`src/rtl/pll_loader_pkg.sv`:
```
// Package: shared types for the serial PLL loader.
// Assumes nothing beyond a standard elaborator.
package pll_loader_pkg;

    // What a single host write does to the frame being assembled.
    typedef enum logic [1:0] {
        ACT_IDLE  = 2'd0,   // no write this cycle
        ACT_SHIFT = 2'd1,   // take a bit, frame still open
        ACT_LOAD  = 2'd2,   // final bit with hold flag: publish word
        ACT_ABORT = 2'd3    // malformed frame: discard
    } wr_action_t;

endpackage

```
`src/rtl/pll_bit_counter.sv`:
```
// Module: pll_bit_counter
// Counts stream bits taken into the current frame and flags the
// position of the final bit. Assumes inc and clr are never both high.
module pll_bit_counter #(
    parameter int FRAME_BITS = 56,
    localparam int CNT_W = $clog2(FRAME_BITS)
) (
    input  logic clk,
    input  logic rst_n,
    input  logic inc,
    input  logic clr,
    output logic at_last
);
    localparam logic [CNT_W-1:0] LAST_IDX = CNT_W'(FRAME_BITS - 1);

    logic [CNT_W-1:0] cnt;

    // Purpose: advance on each shifted bit, restart on reset, load or abort.
    always_ff @(posedge clk) begin
        if (!rst_n || clr) begin
            cnt <= '0;
        end else if (inc) begin
            cnt <= cnt + 1'b1;
        end
    end

    // Purpose: flag that the next bit taken in would be the last of the frame.
    always_comb begin
        at_last = (cnt == LAST_IDX);
    end

endmodule

```
`src/rtl/pll_frame_decode.sv`:
```
// Module: pll_frame_decode
// Classifies the current cycle from the write strobe, the hold flag and
// the counter position. Purely combinational.
module pll_frame_decode
    import pll_loader_pkg::*;
(
    input  logic       wr_en,
    input  logic       hold,
    input  logic       at_last,
    output wr_action_t action
);
    // Purpose: decide shift, load or abort for this cycle.
    always_comb begin
        if (!wr_en) begin
            action = ACT_IDLE;
        end else if (hold && at_last) begin
            action = ACT_LOAD;
        end else if (hold || at_last) begin
            action = ACT_ABORT;     // early hold, or final bit missing hold
        end else begin
            action = ACT_SHIFT;
        end
    end

endmodule

```
`src/rtl/pll_shift_reg.sv`:
```
// Module: pll_shift_reg
// Shift register that takes serial bits in at bit 0 and moves older
// bits upward. Exposes the value it would hold after the shift, so the
// final bit can be published in the same cycle it arrives.
module pll_shift_reg #(
    parameter int WIDTH = 56
) (
    input  logic             clk,
    input  logic             rst_n,
    input  logic             shift,
    input  logic             clr,
    input  logic             din,
    output logic [WIDTH-1:0] next_val
);
    logic [WIDTH-1:0] q;

    // Purpose: build the shifted value one cell at a time.
    assign next_val[0] = din;
    generate
        for (genvar i = 1; i < WIDTH; i++) begin : g_cell
            assign next_val[i] = q[i-1];
        end
    endgenerate

    // Purpose: hold partial frame; cleared on reset and when a frame ends.
    always_ff @(posedge clk) begin
        if (!rst_n || clr) begin
            q <= '0;
        end else if (shift) begin
            q <= next_val;
        end
    end

endmodule

```
`src/rtl/pll_out_stage.sv`:
```
// Module: pll_out_stage
// Output register for the programming word plus the load and error
// strobes. Assumes action comes from pll_frame_decode.
module pll_out_stage
    import pll_loader_pkg::*;
#(
    parameter int WIDTH = 56
) (
    input  logic             clk,
    input  logic             rst_n,
    input  wr_action_t       action,
    input  logic [WIDTH-1:0] next_val,
    output logic [WIDTH-1:0] word,
    output logic             load_pulse,
    output logic             err_pulse
);
    // Purpose: latch a completed word and hold it until the next load.
    always_ff @(posedge clk) begin
        if (!rst_n) begin
            word <= '0;
        end else if (action == ACT_LOAD) begin
            word <= next_val;
        end
    end

    // Purpose: one-cycle strobes for a completed or discarded frame.
    always_ff @(posedge clk) begin
        if (!rst_n) begin
            load_pulse <= 1'b0;
            err_pulse  <= 1'b0;
        end else begin
            load_pulse <= (action == ACT_LOAD);
            err_pulse  <= (action == ACT_ABORT);
        end
    end

endmodule

```
`src/rtl/pll_stream_loader.sv`:
```
// Module: pll_stream_loader (top)
// Collects a serial synthesizer programming stream, one bit per host
// write, and publishes the full word with a one-cycle load strobe.
// Assumes the host keeps wr_data valid while wr_en is high.
module pll_stream_loader
    import pll_loader_pkg::*;
#(
    parameter int FRAME_BYTES = 7,
    parameter int BYTE_BITS   = 8,
    parameter int DATA_W      = 32,
    parameter int BIT_POS     = 0,
    parameter int HOLD_POS    = 1,
    localparam int FRAME_BITS = FRAME_BYTES * BYTE_BITS
) (
    input  logic                  clk,
    input  logic                  rst_n,
    input  logic                  wr_en,
    input  logic [DATA_W-1:0]     wr_data,
    output logic [FRAME_BITS-1:0] pll_word,
    output logic                  load_pulse,
    output logic                  err_pulse
);
    wr_action_t            action;
    logic                  at_last;
    logic [FRAME_BITS-1:0] next_val;
    logic                  frame_end;

    // Purpose: any load or abort closes the current frame.
    assign frame_end = (action == ACT_LOAD) || (action == ACT_ABORT);

    pll_frame_decode u_decode (
        .wr_en   (wr_en),
        .hold    (wr_data[HOLD_POS]),
        .at_last (at_last),
        .action  (action)
    );

    pll_bit_counter #(.FRAME_BITS(FRAME_BITS)) u_count (
        .clk     (clk),
        .rst_n   (rst_n),
        .inc     (action == ACT_SHIFT),
        .clr     (frame_end),
        .at_last (at_last)
    );

    pll_shift_reg #(.WIDTH(FRAME_BITS)) u_shift (
        .clk      (clk),
        .rst_n    (rst_n),
        .shift    (action == ACT_SHIFT),
        .clr      (frame_end),
        .din      (wr_data[BIT_POS]),
        .next_val (next_val)
    );

    pll_out_stage #(.WIDTH(FRAME_BITS)) u_out (
        .clk        (clk),
        .rst_n      (rst_n),
        .action     (action),
        .next_val   (next_val),
        .word       (pll_word),
        .load_pulse (load_pulse),
        .err_pulse  (err_pulse)
    );

endmodule

```
`config.mk`:
```
export PLATFORM = sky130hd
export DESIGN_NAME = pll_stream_loader
export DESIGN_NICKNAME = d
export VERILOG_FILES = /design/src/rtl/pll_loader_pkg.sv /design/src/rtl/pll_bit_counter.sv /design/src/rtl/pll_frame_decode.sv /design/src/rtl/pll_shift_reg.sv /design/src/rtl/pll_out_stage.sv /design/src/rtl/pll_stream_loader.sv
export SDC_FILE = /design/constraint.sdc
export NUM_CORES = 1
export LEC_CHECK = 0
export BUFFER_PORTS_ARGS = -buffer_cell sky130_fd_sc_hd__buf_2
export CORE_UTILIZATION = 40
export DETAILED_ROUTE_END_ITERATION = 8
export GPL_ROUTABILITY_DRIVEN = 0
export SLEW_MARGIN = 30
export SYNTH_ARGS = -nofsm -noshare
export SYNTH_HDL_FRONTEND = slang
export SYNTH_SLANG_ARGS = --single-unit
```
`constraint.sdc`:
```
create_clock -name clk -period 1.75 [get_ports clk]
set_input_delay 0.35 -clock clk [delete_from_list [all_inputs] [get_ports clk]]
set_output_delay 0.35 -clock clk [all_outputs]
set_load 0.01 [all_outputs]
```
* Word-level counts from Yosys, hierarchy flattened
Index checks and enable logic that the tools add are counted.
** Operators by class
- Reduce and logical (&&, ||, !) cells :: 5
- Mux-type cells :: 3
- Add/subtract/negate cells :: 1
- Equality and inequality tests :: 4
** Operator list (number)
- 6-bit by 1-bit adder with 6-bit output (second input constant) :: 1
- 6-bit equality test (second input constant) :: 1
- 2-bit 2-to-1 mux :: 3
- 2-bit equality test (second input constant) :: 2
- 1-bit logical OR :: 3
- 2-bit by 1-bit equality test with 1-bit output (second input constant) :: 1
- 1-bit logical AND :: 1
- 1-bit logical NOT :: 1
** Storage, ports and cells
- Input port bits :: 35
- Register bits after elaboration :: 119

* Longest topological paths before layout
- Depth after elaboration :: 8
- Gate-level depth with buffers :: 6
- Depth with buffers taken out :: 4

* Modules after synthesis
Synthesis repeated with hierarchy kept, for this count alone.
** Unflattened totals
- Cell total of the unflattened synthesis :: 460
- Area, all modules :: 4600.7 sq um
** By module, submodules not included
- pll_out_stage :: times used 1, area an instance 2301.0 sq um, cells each 249, seq. area each 1161.1 sq um
- pll_shift_reg :: times used 1, area an instance 2013.2 sq um, cells each 179, seq. area each 1101.1 sq um
- pll_bit_counter :: times used 1, area an instance 257.7 sq um, cells each 28, seq. area each 120.1 sq um
- pll_frame_decode :: times used 1, area an instance 18.8 sq um, cells each 2, seq. area each 0.0 sq um
- pll_stream_loader :: times used 1, area an instance 10.0 sq um, cells each 2, seq. area each 0.0 sq um

* Worst setup path before layout
OpenSTA, ideal clock, no wires.
- Path kind :: register -> register
- Start :: register u_count.cnt[0]
- End :: register u_count.cnt[4]
- Path buffers :: 1
- Cell stages (with the launch flop) :: 6
- Slack :: 0.324 ns
- Data required time :: 1.664 ns
- Period minus slack after synthesis :: 1.426 ns
- Data arrival time :: 1.340 ns
- Path through :: dfxtp_1 > ha_1 > nand2_1 > clkbuf_1 > o21ai_0 > a221oi_2
** On the way
- Cells in the longest elaborated chain, start to end :: 8
** Ends and longest elaborated chain
- start: declaration :: RTL line pll_bit_counter.sv:16 : logic [CNT_W-1:0] cnt;
- start signal: assignment :: RTL line pll_bit_counter.sv:23 : cnt <= cnt + 1'b1;
- 6-bit equality test :: RTL line pll_bit_counter.sv:29 : at_last = (cnt == LAST_IDX);
- 1-bit logical OR :: RTL line pll_frame_decode.sv:18 : end else if (hold || at_last) begin
- 2-bit 2-to-1 mux :: RTL line pll_frame_decode.sv:18
- 2-bit 2-to-1 mux :: RTL line pll_frame_decode.sv:16 : end else if (hold && at_last) begin
- 2-bit 2-to-1 mux :: RTL line pll_frame_decode.sv:14 : if (!wr_en) begin
- 2-bit equality test :: RTL line pll_stream_loader.sv:29 : assign frame_end = (action == ACT_LOAD) || (action == ACT_ABORT);
- 1-bit logical OR :: RTL line pll_stream_loader.sv:29
- 1-bit logical OR :: RTL line pll_bit_counter.sv:20 : if (!rst_n || clr) begin
Parallel ways exist; a longest one is shown, timed or not.
A chain may end at the register's enable or synchronous reset.

* Final worst setup path
- Start :: register u_count.cnt[0]
- End :: register u_out.word[36]
** On the way
- Cells in the longest elaborated chain, start to end :: 6
** Ends and longest elaborated chain
- 6-bit equality test * :: RTL line pll_bit_counter.sv:29
- 1-bit logical OR :: RTL line pll_frame_decode.sv:18
- 2-bit 2-to-1 mux :: RTL line pll_frame_decode.sv:18
- 2-bit 2-to-1 mux * :: RTL line pll_frame_decode.sv:16
- 2-bit 2-to-1 mux * :: RTL line pll_frame_decode.sv:14
- 2-bit equality test * :: RTL line pll_out_stage.sv:21 : end else if (action == ACT_LOAD) begin
- end signal: assignment :: RTL line pll_out_stage.sv:22 : word <= next_val;
- end: declaration :: RTL line pll_out_stage.sv:13 : output logic [WIDTH-1:0] word,
Mark *: on every way between the ends. The rest lies on a longest branch, timed or not.

==> qor.yml <==
coreArea_um2: 11600
fmax_mhz: 652
holdWs_ns: 0.221
vias: 4207
grt_max_degree: 116
grt_pass1_wl_mm: 19.4
antenna_left: 0
cts_tree: "yes"
crit_path_end_kind: "flop"
final-hold-violation-count: 0
startpoint: "u_count.cnt[0]"
ys_seq_area_share_pct: 49.4
cap_violations: 0
yosysTopAreaCell: "dfxtp_1"
overflow: 0
yosysMostFrequentCell: "dfxtp_1"
ys.flop_type: "dfxtp_1"
port_buffers: 62
synth_top_cells_by_area: "dfxtp_1 49%, a21oi_1 12%, o211ai_1 8.7%"
numCtsBuffers: 17
period_share_pct: 87.7
maxSlewViolCount: 0
clk_pin_slew_ns: 0.05
required_ns: 2.09
dp_slack_ns: 0.163
synth-edff-count: 0
min_from: "wr_data[0]"
drt_wl_total_mm: 11.5
max_slew_margin_pct: 66.5
finClkSkew_ns: 0.00977
initial_core_util_pct: 41.7
h-tree-depth: 4
avgRoutedWirePerCell_um: 15.4
min_period_ns: 1.53
ff_latch_area_um2: 2380
worstReg2RegStart: "u_count.cnt[0]"
p_leak_nw: 2.03
cts-root-buf: "clkbuf_16"
hold_buffers: 0
slowest_delay_ns: 0.37
clkSinkCount: 119
drc_errors: 3
fill_cells: 1082
crit_fanout: 22
dp_hpwl_mm: 6.64
outcome: "finished with violations"
drt-initial-drc-count: 241
peakVddDrop_uv: 458
io_pins: 93
drtPass1Iterations: 6
antenna_found_initial: 0
yosys_warnings: 0
hold_class: "in -> reg"
synthArstFlopShare_pct: 0
clock_path_buffers: 2
post-cts-setup-buffers: 0
dieArea_um2: 12500
multi_input_area_um2: 2150
dieHeight_um: 112
synthTopCellsByCount: "119 x dfxtp_1, 114 x a21oi_1, 58 x nand3_1, 56 x nand2b_1, 56 x o211ai_1"
synth.avg_cell_area_um2: 8.69
violations: "design-rule violations"
clkLatencyLatePin_ns: 0.41
grtUsageTotal_pct: 19.2
syn2layout_area_growth_pct: 21.0
layout.nets: 629
vias_per_cell: 5.62
ctsResizeCount: 0
setup_violations: 0
fin_ws_ns: 0.215
syn-num-nets: 591
startpoint_type: "flop"
crit_slowest_cell: "dfxtp_1"
path_class: "reg -> reg"
path_cells: "ha_1, and4_2, buf_4, nand3_1, a21oi_1"
synth_top_cell_area_share_pct: 49.4
drive_gt1_share_pct: 19.5
syn_inst: 555
p_per_area_nw_per_um2: 1090
setup_tns_ns: 0
worstMarginPinSlew_ns: 0.503
antenna_cells: 0
grt_pass1_vias: 4002
cp.arrival_ns: 1.87
yosys.cell_types.count: 33
chipWidth_um: 112
num_rows: 39
synth_area_um2: 4820
postSynthRegisterBits: 119
rsz0062_at_grt: "false"
==> final timing paths <==
check / cells after the start / to / slack [ns]
setup / recovery: 5 / u_out.word[36] / 0.22
hold / removal: 3 / u_out.word[0] / 0.22
setup reg to reg: 5 / u_out.word[36] / 0.22
hold reg to reg: 2 / u_out.word[19] / 0.47
==> routing by layer <==
metal | GRT usage, % | vias up | part of all wire (%)
met5 | 0 | - | 0
met4 | 7.57 | 0 | 1.1
met3 | 4.79 | 10 | 3.6
met2 | 31.3 | 82 | 48
met1 | 24.4 | 2033 | 47
li1 | - | 2082 | -
==> final cells by class <==
| type | count | share of cell area (%) |
|---|---|---|
| Clock buffer | 21 | 7.89 |
| Clock inverter | 10 | 2.19 |
| Inverter | 2 | 0.150 |
| Multi-Input combinational cell | 372 | 36.8 |
| Sequential cell | 119 | 40.8 |
| Tap cell | 143 | 3.07 |
| Timing Repair Buffer | 81 | 9.05 |
==> cell families (layout without fill, tap and decap cells) <==
group                    count (synthesis)  after routing  share of synthesized area, %
adder cells (fa/ha/maj)                  1              1                         0.259
flip-flops                             119            119                          49.4
buffers and inverters                   64            114                          6.18
AO/OA/AOI/OAI                          237            237                          28.2
AND/OR/NAND/NOR                        134            134                          16.0
==> cells in the final DEF, fill, tap and decap left out, drive strengths merged <==
cell	Yosys	layout
nor2b	1	1
and2b	1	1
nand4	1	1
a21boi	1	1
clkinv	0	7
nand2b	57	57
a21oi	114	114
or4	2	2
a211oi	1	1
nand3	58	58
inv	2	1
o31ai	1	1
nand2	5	5
buf	21	81
dfxtp	119	119
nor2	1	1
clkbuf	41	21
o211ai	56	56
a221oi	2	2
o22ai	1	1
and4	1	1
ha	1	1
and3b	1	1
nand3b	3	3
o21a	1	1
o21ai	60	60
and2	1	1
bufinv	0	3
clkinvlp	0	1
nor4	1	1
or3	1	1
==> registers in the layout, indices dropped and copies added (netlist names) <==
register          flops
u_out.err_pulse       1
u_out.word           56
u_shift.q            55
u_count.cnt           6
u_out.load_pulse      1
==> critical path: cells and delay by family (launching register included) <==
| family | cells | cell delay (ns) |
|---|---|---|
| fa+ha+maj | 1 | 0.27 |
| simple gates | 2 | 0.41 |
| compound gates | 1 | 0.15 |
| flops | 1 | 0.37 |
| buf+inv | 1 | 0.26 |
==> power by group <==
part,internal [mW],leakage [nW],switching (mW)
clock,2.29,0.292,1.19
sequential,2.72,0.958,0.00331
combinational,0.0501,0.775,0.0982
==> per-stage QoR <==
stage                     instance area [µm²]  total power, mW  utilization, %  instances
after detailed placement                 5250             2.92            45.4        717
after CTS                                5830             6.41            50.4        748
after floorplan                          4820             2.88               -        555
final                                    5830             6.35            50.4        748
after global routing                     5830             6.54            50.4        748
after global placement                   5250             2.92            45.4        717
(Power assumes the default switching activity.)
